`src/rtl/cas_pkg.sv`:
```
package cas_pkg;
  typedef enum logic [1:0] {
    PH_IDLE   = 2'd0,
    PH_FIRST  = 2'd1,
    PH_GAP    = 2'd2,
    PH_SECOND = 2'd3
  } ack_ph_e;
endpackage

```
`src/rtl/cas_ack_seq.sv`:
```
module cas_ack_seq
  import cas_pkg::*;
(
  input  logic    clk_i,
  input  logic    rst_ni,
  input  logic    ack_i,
  input  logic    two_pulse_i,
  input  logic    is_master_i,
  output ack_ph_e ph_o,
  output logic    two_q_o,
  output logic    master_q_o,
  output logic    start_o,
  output logic    end_first_o,
  output logic    busy_o,
  output logic    vec_phase_o
);
  ack_ph_e ph_q, ph_d;

  assign start_o     = (ph_q == PH_IDLE) && ack_i;
  assign end_first_o = (ph_q == PH_FIRST) && !ack_i;

  always_comb begin
    ph_d = ph_q;
    unique case (ph_q)
      PH_IDLE:   if (ack_i)  ph_d = PH_FIRST;
      PH_FIRST:  if (!ack_i) ph_d = two_q_o ? PH_GAP : PH_IDLE;
      PH_GAP:    if (ack_i)  ph_d = PH_SECOND;
      PH_SECOND: if (!ack_i) ph_d = PH_IDLE;
      default:   ph_d = PH_IDLE;
    endcase
  end

  always_ff @(posedge clk_i or negedge rst_ni) begin
    if (!rst_ni) begin
      ph_q       <= PH_IDLE;
      two_q_o    <= 1'b0;
      master_q_o <= 1'b0;
    end else begin
      ph_q <= ph_d;
      if (start_o) begin
        two_q_o    <= two_pulse_i;
        master_q_o <= is_master_i;
      end
    end
  end

  assign ph_o        = ph_q;
  assign busy_o      = (ph_q != PH_IDLE);
  assign vec_phase_o = (ph_q == PH_SECOND) || ((ph_q == PH_FIRST) && !two_q_o);

  // second pulse only reachable through the gap
  a_r4_second_after_gap: assert property (@(posedge clk_i) disable iff (!rst_ni)
    (ph_q == PH_SECOND) |-> ($past(ph_q) == PH_GAP || $past(ph_q) == PH_SECOND));

  // one-pulse sequences never enter the gap
  a_r5_no_gap_single: assert property (@(posedge clk_i) disable iff (!rst_ni)
    (ph_q == PH_FIRST && !two_q_o && !ack_i) |=> (ph_q == PH_IDLE));
endmodule

```
`src/rtl/cas_master_drv.sv`:
```
module cas_master_drv #(
  parameter int ID_W = 3,
  localparam int N_IR = 1 << ID_W
) (
  input  logic            clk_i,
  input  logic            rst_ni,
  input  logic            start_i,
  input  logic [ID_W-1:0] win_id_i,
  input  logic [N_IR-1:0] slave_map_i,
  input  logic            master_q_i,
  input  logic            busy_i,
  output logic [ID_W-1:0] cas_o,
  output logic            cas_oe_o,
  output logic            casc_o
);
  logic [ID_W-1:0] id_q;
  logic            casc_q;

  always_ff @(posedge clk_i or negedge rst_ni) begin
    if (!rst_ni) begin
      id_q   <= '0;
      casc_q <= 1'b0;
    end else if (start_i) begin
      id_q   <= win_id_i;
      casc_q <= slave_map_i[win_id_i];
    end
  end

  assign casc_o   = casc_q;
  assign cas_oe_o = busy_i && master_q_i && casc_q;
  assign cas_o    = cas_oe_o ? id_q : '0;

  // broadcast ID holds for the whole sequence
  a_r2_id_stable: assert property (@(posedge clk_i) disable iff (!rst_ni)
    (cas_oe_o && $past(cas_oe_o)) |-> $stable(cas_o));
endmodule

```
`src/rtl/cas_slave_match.sv`:
```
module cas_slave_match #(
  parameter int ID_W = 3
) (
  input  logic            clk_i,
  input  logic            rst_ni,
  input  logic [ID_W-1:0] cas_i,
  input  logic [ID_W-1:0] own_id_i,
  input  logic            start_i,
  input  logic            end_first_i,
  input  logic            two_q_i,
  output logic            sel_o
);
  logic match_q;
  logic live_hit;

  assign live_hit = (cas_i == own_id_i);

  always_ff @(posedge clk_i or negedge rst_ni) begin
    if (!rst_ni)          match_q <= 1'b0;
    else if (start_i)     match_q <= 1'b0;
    else if (end_first_i) match_q <= live_hit;
  end

  assign sel_o = two_q_i ? match_q : live_hit;

  // latched decision frozen between the two pulses
  a_r6_match_frozen: assert property (@(posedge clk_i) disable iff (!rst_ni)
    (!start_i && !end_first_i) |=> $stable(match_q));
endmodule

```
`src/rtl/cas_steer.sv`:
```
module cas_steer
  import cas_pkg::*;
#(
  parameter int ID_W  = 3,
  parameter int VEC_W = 8,
  localparam int N_IR = 1 << ID_W
) (
  input  logic             clk_i,
  input  logic             rst_ni,
  input  logic             is_master_i,
  input  logic             two_pulse_i,
  input  logic [ID_W-1:0]  own_id_i,
  input  logic [N_IR-1:0]  slave_map_i,
  input  logic [ID_W-1:0]  win_id_i,
  input  logic [VEC_W-1:0] vec_i,
  input  logic             ack_i,
  input  logic [ID_W-1:0]  cas_i,
  output logic [ID_W-1:0]  cas_o,
  output logic             cas_oe_o,
  output logic [VEC_W-1:0] data_o,
  output logic             data_oe_o
);
  ack_ph_e ph;
  logic two_q, master_q, start, end_first, busy, vec_phase;
  logic casc, slave_sel;

  cas_ack_seq u_seq (
    .clk_i       (clk_i),
    .rst_ni      (rst_ni),
    .ack_i       (ack_i),
    .two_pulse_i (two_pulse_i),
    .is_master_i (is_master_i),
    .ph_o        (ph),
    .two_q_o     (two_q),
    .master_q_o  (master_q),
    .start_o     (start),
    .end_first_o (end_first),
    .busy_o      (busy),
    .vec_phase_o (vec_phase)
  );

  cas_master_drv #(.ID_W(ID_W)) u_mst (
    .clk_i       (clk_i),
    .rst_ni      (rst_ni),
    .start_i     (start),
    .win_id_i    (win_id_i),
    .slave_map_i (slave_map_i),
    .master_q_i  (master_q),
    .busy_i      (busy),
    .cas_o       (cas_o),
    .cas_oe_o    (cas_oe_o),
    .casc_o      (casc)
  );

  cas_slave_match #(.ID_W(ID_W)) u_slv (
    .clk_i       (clk_i),
    .rst_ni      (rst_ni),
    .cas_i       (cas_i),
    .own_id_i    (own_id_i),
    .start_i     (start),
    .end_first_i (end_first),
    .two_q_i     (two_q),
    .sel_o       (slave_sel)
  );

  assign data_oe_o = vec_phase && (master_q ? !casc : slave_sel);
  assign data_o    = data_oe_o ? vec_i : '0;

  // cascade broadcast and local vector are exclusive
  a_r3_cas_data_excl: assert property (@(posedge clk_i) disable iff (!rst_ni)
    cas_oe_o |-> !data_oe_o);

  // quiet outside a sequence
  a_r8_idle_quiet: assert property (@(posedge clk_i) disable iff (!rst_ni)
    (ph == PH_IDLE) |-> (!cas_oe_o && !data_oe_o && cas_o == '0 && data_o == '0));

  // nothing on the bus during the first pulse in two-pulse mode
  a_r4_first_silent: assert property (@(posedge clk_i) disable iff (!rst_ni)
    (two_q && (ph == PH_FIRST || ph == PH_GAP)) |-> !data_oe_o);

  // bus value zero when not driving
  a_r10_data_zero: assert property (@(posedge clk_i) disable iff (!rst_ni)
    !data_oe_o |-> (data_o == '0));
endmodule

```
`config.mk`:
```
export PLATFORM = sky130hd
export DESIGN_NAME = cas_steer
export DESIGN_NICKNAME = d
export VERILOG_FILES = /design/src/rtl/cas_pkg.sv /design/src/rtl/cas_ack_seq.sv /design/src/rtl/cas_master_drv.sv /design/src/rtl/cas_slave_match.sv /design/src/rtl/cas_steer.sv
export SDC_FILE = /design/constraint.sdc
export NUM_CORES = 1
export LEC_CHECK = 0
export BUFFER_PORTS_ARGS = -buffer_cell sky130_fd_sc_hd__buf_2
export CAP_MARGIN = 20
export CORE_AREA = 10 10 51 53
export CTS_CLUSTER_DIAMETER = 30
export DETAILED_ROUTE_END_ITERATION = 6
export DIE_AREA = 0 0 61 63
export PLACE_DENSITY = 0.73
export SLEW_MARGIN = 20
export SYNTH_ARGS = -nofsm -noshare
export SYNTH_HDL_FRONTEND = slang
export SYNTH_SLANG_ARGS = --single-unit
```
`constraint.sdc`:
```
create_clock -name clk_i -period 1.65 [get_ports clk_i]
set_input_delay 0.165 -clock clk_i [delete_from_list [all_inputs] [get_ports clk_i]]
set_output_delay 0.165 -clock clk_i [all_outputs]
set_load 0.02 [all_outputs]
```
Word level (Yosys, flattened, before mapping)

Index checks and enable logic that the tools add are counted.
Widths: inputs -> output; s select.

Output and inout port bits: 13
Register bits after elaboration: 9
Word-level logic and storage cells: 43

Equal/unequal tests: 8
Muxes and demuxes: 14
Order comparisons: 1
Reduce and logical (&&, ||, !) cells: 14

Operators with widths:

| operator           | number |
|---|---|
| $mux 2             | 5 |
| $mux 8             | 1 |
| $ne 2x2->1 const B | 4 |
| $pmux 2 s4         | 1 |
| $logic_and 1x1->1  | 6 |
| $mux 1             | 5 |
| $eq 2x2->1 const B | 2 |
| $lt 3x4->1 const B | 1 |
| $reduce_and 4->1   | 1 |
| $reduce_bool 2->1  | 2 |
| $bmux 1 s3         | 1 |
| $eq 3x3->1         | 1 |
| $logic_not 1->1    | 3 |
| $mux 3             | 1 |
| $eq 2x1->1 const B | 1 |
| $logic_not 2->1    | 1 |
| $logic_or 1x1->1   | 1 |

Longest topological paths before layout

Word-level depth: 5
Gate-level depth with buffers: 4
Gate-level depth less buffers: 3

Cells and area by module

Synthesis repeated with hierarchy kept, for this count alone.

Cells, all modules: 64
Area total of the unflattened synthesis: 684.4 sq um

By module, submodules not included:

| module          | seq. area each (sq um) | cells an instance | times used | area an instance (sq um) |
|---|---|---|---|---|
| cas_master_drv  | 100.1                  | 19                | 1          | 239.0 |
| cas_ack_seq     | 100.1                  | 15                | 1          | 192.7 |
| cas_steer       | 0.0                    | 21                | 1          | 150.1 |
| cas_slave_match | 25.0                   | 9                 | 1          | 102.6 |

Worst setup path before layout

No wires, ideal clock.

Kind: reg-to-output
Start point: register (tool-made name)
End point: output port data_o[0]
Arrival time: 1436 ps
Cell stages (with the launch flop): 5
Path slack: 49 ps
Path buffers: 1
Cell sequence: dfrtp_1 -> o21ai_2 -> a221o_1 -> buf_6 -> nor3b_1

RTL lines:

| item          | RTL line        | RTL |
|---|---|---|
| end, declared | cas_steer.sv:20 | `output logic [VEC_W-1:0] data_o,` |

Worst setup path after layout

Start point: register u_seq.master_q_o
End point: output port data_o[6]

Cells in the longest elaborated chain, start to end: 3

Ends and longest elaborated chain:

| item                   | RTL line          | RTL |
|---|---|---|
| start, declared        | cas_ack_seq.sv:11 | `output logic master_q_o,` |
| start signal, assigned | cas_ack_seq.sv:42 | `master_q_o <= is_master_i;` |
| $mux 1                 | cas_steer.sv:66   | `assign data_oe_o = vec_phase && (master_q ? !casc : slave_sel);` |
| $logic_and 1x1->1      | cas_steer.sv:66   |  |
| $mux 8                 | cas_steer.sv:67   | `assign data_o = data_oe_o ? vec_i : '0;` |

Every way passes these cells.

==> results.ini <==
[cts]
cts_tree=done
path_clk_slew_ns=0.06
cts.sinks=9
root_buffer=clkbuf_4
h-tree-depth=1
cts-buffers-inserted=3
insertion_delay_ns=0.25
clock_path_buffers=2

[finish]
area.growth.synth_to_final_pct=60.3
final_cell_mix=buf_2 (34), buf_4 (14), nor3b_2 (8)
drive_gt1_share_pct=67.6
multi_input_area_um2=389
diodes=0
final_common_cell=buf_2
regArea_um2=229
utilization_pct=58.0
fin_nets=136
fillers=147
fin_cells=122

[yosys]
synth.cell_area_um2=598
syn_nets=84
netlist_instances=54
yosysSeqAreaShare_pct=37.7
synth.avg_cell_area_um2=11.1
synth_xor_area_share_pct=4.39
synth.top_cell.area_share_pct=37.7
post-synth-top-area-cell=dfrtp_1
synth_compound_area_share_pct=11.1
synthMuxAreaShare_pct=21.5
synthTopCellsByArea=dfrtp_1 (38%), nor3b_1 (10%), mux2_2 (9.4%)
synth_fa_ha_area_share_pct=0
ys_types=22
synth-seq-cells=9
ys_warn_count=0
synth_top_family_by_area=multiplexers
synth-simple-area-share_pct=20.3

[floorplanning]
num_rows=15
fp.dieW_um=61
start_util_pct=36.2
die_area_um2=3840
core-area_um2=1650
die_y_um=63
top_level_ports=43

[timing]
fin_worst_skew_ns=0.00180
drv_slew=0
timing.hold.ws_ns=0.102
setup_tns_ns=-0.0103
slew-limit-headroom_pct=82.8
final_hold_viol_count=0
fin_ws_ns=-0.00721
rsz0062_at_grt=yes
fmax_mhz=603
worst_pin_slew_ns=0.256
finalCritPeriodShare_pct=100
min_period_ns=1.66
finalSetupViolCount=3

[setup_path]
critical_path.endpoint_type=output port
cp_num_cells=5
critical_path.max_stage_delay_ns=0.44
cp-startpoint=u_seq.master_q_o$_DFFE_PN0P_
cp_max_fo=5
r2r_cells=4
crit_buf_inv=3
cp_common_cell=buf_4
start_kind=flop
criticalPathCategory=reg2out
cp.required_ns=1.48
crit_chain=buf_4 -> a311oi_2 -> buf_4 -> nor3b_1 -> buf_4
cp_top_family=buffers and inverters
cp_slowest_cell=dfrtp_2
worst_ep_arrival_time_ns=1.49

[global_route]
grt.overflow.total=0
met3_usage_pct=4.27
met1_usage_pct=8.65
grt-busiest-layer=met2
track_usage_pct=9.26
grt_pass1_vias=705
grt_first_pass_wirelength_um=2900
use_met2_pct=16.6
antenna_found_initial=0
grt_max_degree=10

[power]
peakVddDrop_mv=0.694
leakagePower_uw=0.000473
powerDensity_nw_per_um2=1120
finalPower_uw=1080

[routing]
drc=0
routedWlPerCell_um=16.2
postRouteAntennaNets=0
via_per_inst=5.13
firstDrtPassIters=2
drtIter0Drc=5
wirelength_um=1980
route.vias.total=626

[place]
dp.cells=112
port_buffers=42
dp_hpwl_um=1570
gp_congestion=0.739

[hold_path]
hold_path_class=in2reg
hp-start=ack_i
whs_path_depth=1

[flow_run]
cap_violations=0

[run_status]
violations=negative setup slack
run_status=complete, but fails checks

synth_stat cells (all sizes together):
master	n
nand4	1
a221o	1
and2	3
nor3b	9
o21ai	4
nand3	1
nand3b	1
o211a	1
clkbuf	1
o211ai	1
inv	2
nor2	3
dfrtp	9
mux4	1
mux2	5
buf	2
a311oi	1
mux2i	5
xnor2	3
logic make-up (layout without fill, tap and decap cells):
family                    Yosys count  count (layout)
muxes                              11              11
DFF                                 9               9
AOI/OAI and AO/OA                   8               9
xor gates and xnor gates            3               3
and+or+nand+nor                    18              18
buffers and inverters               5              55
area by class of cell:
class                      count  area share, %
tap                           17           2.22
timing repair buffer          49           29.8
sequential                     9           23.9
multi-input combinational     41           40.6
clock buffer                   4           2.74
inverter                       2          0.783
metal layers:
metal | routed length, um | share of wire [%]
met5 | 0 | 0
met3 | 265 | 13
met2 | 1050 | 53
met1 | 657 | 33
met4 | 0 | 0
what timing repair did:
action	4_1_cts	5_1_grt
endpoints found under the setup margin	9	9
cloned	1	1
hold buffers	1	0
gates resized for setup	4	17
hold endpoints to repair	9	0
pin swaps	1	1
buffers inserted	3	0
report_power, final:
group          total, uW  internal [uW]  switching [uW]
clock                159           92.5            66.2
combinational        555            268             287
sequential           361            294            67.1
total               1080            654             421
through the flow:
step / cell area, um^2 / worst slack, ns
2_1_floorplan: 598 / 0.0489
3_3_place_gp: 822 / 0.191
3_5_place_dp: 822 / 0.132
4_1_cts: 896 / -0.0328
5_1_grt: 958 / -0.0970
6_report: 958 / -0.00721
path summary, 6_finish.rpt:
check / endpoint / slack [ns]
min in group asynchronous: u_mst.id_q[1]$_DFFE_PN0P_ / 0.29
max in group asynchronous: u_seq.ph_o[0]$_DFFE_PN0P_ / 1.17
worst max-delay path: data_o[6] / -0.007
worst min-delay path: u_seq.ph_o[0]$_DFFE_PN0P_ / 0.10
worst max register to register: u_mst.id_q[1]$_DFFE_PN0P_ / 0.25
worst min register to register: u_mst.id_q[0]$_DFFE_PN0P_ / 0.50
(Power assumes the default switching activity.)
